### src/rtl/dsr_pkg.sv
package dsr_pkg;
  typedef enum logic [2:0] {
    CLS_ALU  = 3'd0,
    CLS_MUL  = 3'd1,
    CLS_LOAD = 3'd2,
    CLS_DMUL = 3'd3,
    CLS_BR   = 3'd4,
    CLS_ST   = 3'd5
  } dsr_cls_e;

  // one write lane per class with a register result; codes 0..3 map to lanes 0..3
  localparam int NLANE = 4;
endpackage

### src/rtl/dsr_lane.sv
module dsr_lane #(
  parameter int AW  = 5,
  parameter int DW  = 32,
  parameter int DLY = 1
) (
  input  logic          clk,
  input  logic          rst,
  input  logic          in_vld,
  input  logic [AW-1:0] in_dst,
  input  logic [DW-1:0] in_val,
  output logic          out_vld,
  output logic [AW-1:0] out_dst,
  output logic [DW-1:0] out_val
);
  localparam int N = DLY + 1;

  logic [N-1:0]  v;
  logic [AW-1:0] a [N];
  logic [DW-1:0] d [N];

  always_ff @(posedge clk) begin
    if (rst) begin
      v <= '0;
    end else begin
      v[0] <= in_vld;
      for (int k = 1; k < N; k++) v[k] <= v[k-1];
    end
  end

  always_ff @(posedge clk) begin
    a[0] <= in_dst;
    d[0] <= in_val;
    for (int k = 1; k < N; k++) begin
      a[k] <= a[k-1];
      d[k] <= d[k-1];
    end
  end

  assign out_vld = v[N-1];
  assign out_dst = a[N-1];
  assign out_val = d[N-1];
endmodule

### src/rtl/dsr_units.sv
module dsr_units #(
  parameter int NU       = 8,
  parameter int UW       = 3,
  parameter int OCC_LONG = 4
) (
  input  logic          clk,
  input  logic          rst,
  input  logic          req,
  input  logic [UW-1:0] unit,
  input  logic          long_occ,
  output logic          accept,
  output logic [NU-1:0] busy,
  output logic          hazard
);
  localparam int CW = $clog2(OCC_LONG) + 1;

  logic [CW-1:0] cnt [NU];

  assign accept = req && (cnt[unit] == '0);

  always_ff @(posedge clk) begin
    for (int u = 0; u < NU; u++) begin
      if (rst)
        cnt[u] <= '0;
      else if (accept && unit == UW'(u))
        cnt[u] <= long_occ ? CW'(OCC_LONG - 1) : '0;
      else if (cnt[u] != '0)
        cnt[u] <= cnt[u] - 1'b1;
    end
  end

  always_ff @(posedge clk) begin
    if (rst) hazard <= 1'b0;
    else     hazard <= req && !accept;
  end

  for (genvar g = 0; g < NU; g++) begin : g_busy
    assign busy[g] = |cnt[g];
  end


  long_occupy_chk: assert property (@(posedge clk) disable iff (rst)
    accept && long_occ |=> busy[$past(unit)]);


  short_free_chk: assert property (@(posedge clk) disable iff (rst)
    accept && !long_occ |=> !busy[$past(unit)]);


  hazard_src_chk: assert property (@(posedge clk) disable iff (rst)
    hazard |-> $past(req));
endmodule

### src/rtl/dsr_merge.sv
module dsr_merge #(
  parameter int NL = 4,
  parameter int AW = 5,
  parameter int DW = 32
) (
  input  logic             clk,
  input  logic             rst,
  input  logic [NL-1:0]    m_vld,
  input  logic [AW-1:0]    m_dst [NL],
  input  logic [DW-1:0]    m_val [NL],
  output logic [NL-1:0]    wb_en,
  output logic [NL*AW-1:0] wb_dst,
  output logic [NL*DW-1:0] wb_val
);
  logic [NL-1:0] keep;

  // lanes are ordered by rising delay, so a lower lane holds the later issue
  always_comb begin
    for (int i = 0; i < NL; i++) begin
      keep[i] = m_vld[i];
      for (int j = 0; j < i; j++)
        if (m_vld[j] && m_dst[j] == m_dst[i]) keep[i] = 1'b0;
    end
  end

  always_ff @(posedge clk) begin
    if (rst) wb_en <= '0;
    else     wb_en <= keep;
    for (int i = 0; i < NL; i++) begin
      wb_dst[i*AW +: AW] <= m_dst[i];
      wb_val[i*DW +: DW] <= m_val[i];
    end
  end

  for (genvar i = 0; i < NL; i++) begin : g_pi
    for (genvar j = i + 1; j < NL; j++) begin : g_pj

      lane_dst_unique_chk: assert property (@(posedge clk) disable iff (rst)
        wb_en[i] && wb_en[j] |-> wb_dst[i*AW +: AW] != wb_dst[j*AW +: AW]);
    end
  end
endmodule

### src/rtl/dsr_sched.sv
module dsr_sched
  import dsr_pkg::*;
#(
  parameter int AW       = 5,
  parameter int DW       = 32,
  parameter int NU       = 8,
  parameter int DLY_MUL  = 1,
  parameter int DLY_LOAD = 4,
  parameter int DLY_DMUL = 9,
  parameter int DLY_BR   = 5,
  parameter int DMUL_OCC = 4
) (
  input  logic                    clk,
  input  logic                    rst,
  input  logic                    iss_vld,
  input  logic [2:0]              iss_cls,
  input  logic [AW-1:0]           iss_dst,
  input  logic [$clog2(NU)-1:0]   iss_unit,
  input  logic [DW-1:0]           iss_data,
  output logic [NLANE-1:0]        wb_en,
  output logic [NLANE*AW-1:0]     wb_dst,
  output logic [NLANE*DW-1:0]     wb_val,
  output logic [NU-1:0]           unit_busy,
  output logic                    struct_hazard,
  output logic                    branch_go
);
  localparam int UW = $clog2(NU);
  localparam int LDLY [NLANE] = '{0, DLY_MUL, DLY_LOAD, DLY_DMUL};

  logic accept;

  dsr_units #(.NU(NU), .UW(UW), .OCC_LONG(DMUL_OCC)) u_units (
    .clk      (clk),
    .rst      (rst),
    .req      (iss_vld),
    .unit     (iss_unit),
    .long_occ (iss_cls == CLS_DMUL),
    .accept   (accept),
    .busy     (unit_busy),
    .hazard   (struct_hazard)
  );

  logic [NLANE-1:0] m_vld;
  logic [AW-1:0]    m_dst [NLANE];
  logic [DW-1:0]    m_val [NLANE];

  for (genvar g = 0; g < NLANE; g++) begin : g_lane
    dsr_lane #(.AW(AW), .DW(DW), .DLY(LDLY[g])) u_lane (
      .clk     (clk),
      .rst     (rst),
      .in_vld  (accept && iss_cls == 3'(g)),
      .in_dst  (iss_dst),
      .in_val  (iss_data),
      .out_vld (m_vld[g]),
      .out_dst (m_dst[g]),
      .out_val (m_val[g])
    );
  end

  dsr_merge #(.NL(NLANE), .AW(AW), .DW(DW)) u_merge (
    .clk    (clk),
    .rst    (rst),
    .m_vld  (m_vld),
    .m_dst  (m_dst),
    .m_val  (m_val),
    .wb_en  (wb_en),
    .wb_dst (wb_dst),
    .wb_val (wb_val)
  );

  // branch strobe: one stage per delay slot plus the output stage
  logic [DLY_BR+1:0] br_pipe;

  always_ff @(posedge clk) begin
    if (rst) br_pipe <= '0;
    else     br_pipe <= {br_pipe[DLY_BR:0], accept && iss_cls == CLS_BR};
  end

  assign branch_go = br_pipe[DLY_BR+1];


  reset_quiet_chk: assert property (@(posedge clk)
    rst |=> (wb_en == '0 && unit_busy == '0 && !struct_hazard && !branch_go));
endmodule

### config.mk
export PLATFORM = sky130hd
export DESIGN_NAME = dsr_sched
export DESIGN_NICKNAME = d
export VERILOG_FILES = /design/src/rtl/dsr_pkg.sv /design/src/rtl/dsr_lane.sv /design/src/rtl/dsr_units.sv /design/src/rtl/dsr_merge.sv /design/src/rtl/dsr_sched.sv
export SDC_FILE = /design/constraint.sdc
export NUM_CORES = 1
export LEC_CHECK = 0
export BUFFER_PORTS_ARGS = -buffer_cell sky130_fd_sc_hd__buf_2
export CAP_MARGIN = 25
export CORE_MARGIN = 3
export CORE_UTILIZATION = 53
export DETAILED_ROUTE_END_ITERATION = 7
export GPL_TIMING_DRIVEN = 0
export MAX_ROUTING_LAYER = met4
export PLACE_DENSITY = 0.81
export SLEW_MARGIN = 5
export SYNTH_ARGS = -nofsm -noshare
export SYNTH_HDL_FRONTEND = slang
export SYNTH_SLANG_ARGS = --single-unit
### constraint.sdc
create_clock -name clk -period 2.4 [get_ports clk]
set_input_delay 0.48 -clock clk [delete_from_list [all_inputs] [get_ports clk]]
set_output_delay 0.48 -clock clk [all_outputs]
set_load 0.005 [all_outputs]
After elaboration in Yosys (flattened, before gate mapping). Memory sizes are Yosys's and may differ from the RTL's. A register that Yosys moved wholly into a read port is not among the register bits. Cells that the tools add are included.

Output and inout bits: 162. Bits in writable memories: 690. Register bits: 50. Logic and storage cells: 180. Input bits: 46. Memories: 9.

Equal/unequal tests: 17. Add/subtract/negate cells: 8. Bitwise operators: 16. Reduce and logical (&&, ||, !) cells: 44. Multiplexer cells: 75.

Memory list: g_lane[3].u_lane.d (words 10, bits a word 32, rd ports 10, clocked after memory_dff 1, write ports 10, line dsr_lane.sv:19) `logic [DW-1:0] d [N];`; g_lane[2].u_lane.d (words 5, bits a word 32, rd ports 5, clocked after memory_dff 1, write ports 5, line dsr_lane.sv:19); g_lane[1].u_lane.d (words 2, bits a word 32, rd ports 2, clocked after memory_dff 1, write ports 2, line dsr_lane.sv:19); g_lane[3].u_lane.a (words 10, bits a word 5, rd ports 10, clocked after memory_dff 0, write ports 10, line dsr_lane.sv:18) `logic [AW-1:0] a [N];`; g_lane[0].u_lane.d (words 1, bits a word 32, rd ports 1, clocked after memory_dff 1, write ports 1, line dsr_lane.sv:19); g_lane[2].u_lane.a (words 5, bits a word 5, rd ports 5, clocked after memory_dff 0, write ports 5, line dsr_lane.sv:18); +3 memories.

Operator list (count): $mux 1 (58); $mux 3 (16); $eq 5x5->1 (6); $reduce_or 3->1 (9); $reduce_bool 3->1 (8); $sub 3x1->3 const B (8); $logic_and 1x1->1 (21); $or 1x1->1 (16); $eq 3x3->1 const B (5); $eq 3x2->1 const B (4); $logic_not 3->1 (3); $eq 3x1->1 const B (2); $reduce_or 4->1 (1); $mux 2 (1); $reduce_or 2->1 (1); $logic_not 1->1 (1).

Logic depth before layout (Yosys ltp). An unclocked memory read counts as a cell.

Word-level depth: 9. Gate-level depth with buffers: 6. Mapped depth without buffers: 6.

Hierarchy. Synthesis repeated with hierarchy kept, for this count alone.

Cells, all modules: 1184. Area, all modules: 19834.0 µm².

Modules (own cells, without submodules): dsr_lane (g_lane[3].u_lane) (cells an instance 390, area each 7669.9 µm², sequential area each 7607.3 µm², times used 1); dsr_lane (g_lane[2].u_lane) (cells an instance 232, area each 4112.7 µm², sequential area each 3803.6 µm², times used 1); dsr_merge (cells an instance 199, area each 3410.8 µm², sequential area each 3042.9 µm², times used 1); dsr_lane (g_lane[1].u_lane) (cells an instance 115, area each 1811.7 µm², sequential area each 1521.5 µm², times used 1); dsr_units (cells an instance 187, area each 1803.0 µm², sequential area each 740.7 µm², times used 1); dsr_lane (g_lane[0].u_lane) (cells an instance 39, area each 774.5 µm², sequential area each 760.7 µm², times used 1); dsr_sched (cells an instance 22, area each 251.5 µm², sequential area each 140.1 µm², times used 1).

Worst setup path before layout. Ideal clock, no wire load.

Path type: input port to flip-flop. Start: in iss_unit[1]. End: mem u_units.cnt[1][0] in the netlist's numbering (data pin). Data required time: 2.255 ns. Path slack: 0.653 ns. Data arrival time: 1.602 ns. Cell stages on the path: 6. Cell sequence: buf_6 nor4_4 nor3_1 o32a_4 buf_6 o21ai_1.

RTL lines: start, declared (line dsr_sched.sv:18) `input logic [$clog2(NU)-1:0] iss_unit,`; end, declared (line dsr_units.sv:17) `logic [CW-1:0] cnt [NU];`.

==> impl_results.md <==
- Status: finished, final reports clean
- Core area: 20,400 um^2
- Die width: about 150 um
- Mapped Area: 11,200 um^2
- Clk Latency, worst-skew pair: a little over 0.5 ns
- CP max FO: 4
- Worst EP required: roughly 1.9 ns
- Main synth FF type: dfxtp_1
- RSZ-0062 raised after global routing: false
- Leak: ~6.2 nW
- FFs w/ async S/R, synth: 0%
- Critical path class: reg2out
- Power Total: 16.6 mW
- #FFs+latches synth: ~460
- Grt ovf: 0
- Clock sink total: between 400 and 500
- Most common cell after layout, fill and taps aside: dfxtp_1
- Worst setup EP type: output pin
- CTS tree: done
- Register area share after synthesis: 84.9%
- Port bufs: roughly 210
- Period Utilization, post-route: between 90% and 100%
- Final min period: roughly 2.2 ns
- Synth Area in Adders: under 10%
- Post-CTS setup buffer count: 0
- Cells after synthesis: roughly 700
- CTS H-Tree Depth: 2
- Most frequent cells in the layout: 437 x dfxtp_1, 208 x buf_2, 44 x clkbuf_16
- Ports: 208
- Final ANT Viol Nets: 0
- Routed wire length: 18,400 um
- EDFF count, synth: 24
- Worst slew pin tran: between 0.5 and 0.6 ns
- Final Slew Violations: 0
- # resized after CTS: 0
- Via count: ~5,600
- Slew headroom: between 60% and 70%
- Worst hold path type: in2reg
- DR pass1 iterations: 4
- Post-synthesis mux area share: less than 1%
- Compound-gate portion of the synthesized area: 2.22%
- XOR/XNOR share of the synthesized area: under 10%
- Multi-input logic area: roughly 1500 um^2
- Max IR drop VDD: approximately 700 uV
- Setup TNS: 0 ns
- Avg Inst Size Synth: between 15 and 20 um^2
- Non-filler instance count after layout: between 1,000 and 1,500
- Clock transition at path regs: roughly 0.060 ns
- CTS Hold Bufs: 0
- HPWL after DPL: 12,500 um
- Routability congestion estimate: roughly 0.86
- Routed len/inst: 14.6 um
- Critical Path AT: about 1.7 ns
- Largest net degree at the start of global routing: 17
- Max Cap Viol: 0
- Antenna violations before repair: 1
- Drt drc: 0
- Fill cells: roughly 1,400
- Power Density: 1190 nW/um^2
- Layout Skew: roughly 0.011 ns
- Die area: 22,800 um^2
- DR vias/cell: around 4.4
- Root buffer cell: clkbuf_16
- CP startpoint kind: flop
- Fin Hold WS: between 0.06 and 0.07 ns
- Dpl cells: ~1,200
- Finished Core Util: 68.2%
- Largest family of logic cells by synthesized area: simple AND/OR/NAND/NOR gates
- Syn nets: 773
- Setup violators final: 0
- Number of buffers created by CTS: 41
- Fin nets: just over 1,000
- Max clock buf depth: 3
- Share of cells above drive strength 1: about 29%
- GRT Overall Usage: between 15 and 20%
- Initial DRC count: roughly 140
- Final hold vios: 0
- Die extent in y: approximately 150 um
- First-pass GRT wire length: about 28,000 um
- Yosys cell types: 44
- # rows: 52
- Simple logic cell fraction of the synthesized area: 6.61%
- P&R area growth vs syn: 25.0%
- Register area: roughly 9500 um^2
- Starting Density: 54.6%
- Vias in the first global route: approximately 5,700
- Syn. warnings: 0
- Fmax: ~450 MHz
-- power breakdown --
part / switching [mW] / internal (mW)
Combinational: 0.780 / 0.629
Clock: 2.63 / 3.95
Sequential: 0.272 / 8.35
Total: 3.68 / 12.9
-- path summary, 6_finish.rpt --
check	from	end	slack, ns	cells past startpoint
max	u_units.cnt[5][0]	unit_busy[5]	0.20	5
min	iss_data[26]	g_lane[2].u_lane.d[0][26]	0.07	1
max reg2reg	u_units.cnt[4][0]	u_units.cnt[6][0]	0.27	4
min reg2reg	g_lane[3].u_lane.d[8][14]	g_lane[3].u_lane.d[9][14]	0.32	0
-- worst max-delay path, stage by stage (launching register included) --
cell and delay, ns:
edfxtp_1 0.44, inv_1 0.11, ha_1 0.17, nor2b_1 0.27, inv_1 0.09, buf_2 0.14
-- per-layer routing --
| layer | vias up | GRT usage [%] | part of all wire (%) |
|---|---|---|---|
| met5 | - | - | 0 |
| met4 | 0 | 5.89 | 1.9 |
| li1 | 2828 | - | - |
| met2 | 166 | 28.2 | 52 |
| met3 | 25 | 4.10 | 6.5 |
| met1 | 2595 | 19.0 | 40 |
-- cell type report --
| cell class | count | area share [%] |
|---|---|---|
| clock inverter | 15 | 1.17 |
| timing repair buffer | 207 | 7.43 |
| multi-input combinational | 213 | 11.0 |
| sequential | 461 | 67.9 |
| clock buffer | 59 | 8.95 |
| inverter | 29 | 0.781 |
| antenna | 1 | 0.0180 |
| tap | 270 | 2.42 |
| buffer | 8 | 0.332 |
-- Yosys cell counts (2+ instances only) --
| cell type | count | area, um^2 |
|---|---|---|
| a41oi_1 | 2 | 17.5 |
| and2_1 | 2 | 12.5 |
| and3_1 | 4 | 25.0 |
| buf_6 | 2 | 22.5 |
| clkbuf_1 | 5 | 18.8 |
| dfxtp_1 | 437 | 8750 |
| edfxtp_1 | 24 | 721 |
| ha_1 | 16 | 200 |
| inv_1 | 29 | 109 |
| mux2i_1 | 7 | 70.1 |
| nand2_1 | 10 | 37.5 |
| nand2b_1 | 6 | 37.5 |
| nand3_1 | 9 | 45.0 |
| nand3b_1 | 3 | 22.5 |
| nand4_1 | 5 | 31.3 |
| nor2_1 | 24 | 90.1 |
| nor2b_1 | 34 | 213 |
| nor3_1 | 6 | 30.0 |
| nor3_2 | 3 | 30.0 |
| nor3b_2 | 2 | 25.0 |
| nor4_1 | 7 | 43.8 |
| nor4b_1 | 2 | 17.5 |
| o21ai_0 | 8 | 40.0 |
| o21ai_1 | 5 | 25.0 |
| o311ai_0 | 4 | 35.0 |
| o31ai_1 | 5 | 37.5 |
| or3_1 | 5 | 31.3 |
| xnor2_1 | 6 | 52.6 |
| xor2_1 | 24 | 210 |
-- metrics by stage --
stage	cell area [um^2]	worst slack (ns)
floorplan	11200	0.653
global placement	12500	0.274
detailed placement	12500	0.249
CTS	13900	0.163
global route	13900	0.0603
finish	13900	0.198
-- registers in the layout, indices dropped and copies added (netlist names) --
name	flops
br_pipe	7
u_merge.wb_val	64
u_units.cnt	24
u_merge.wb_dst	20
g_lane.u_lane.d	288
g_lane.u_lane.v	17
u_merge.wb_en	4
g_lane.u_lane.a	35
g_lane.u_lane.out_vld	1
u_units.hazard	1
-- cells by family after synthesis --
family / count (synthesis)
xor+xnor: 30
buf+inv: 37
compound gates: 33
mux: 8
simple gates: 126
fa+ha+maj: 16
flops: 461
Power figures use the tool's default switching activity.
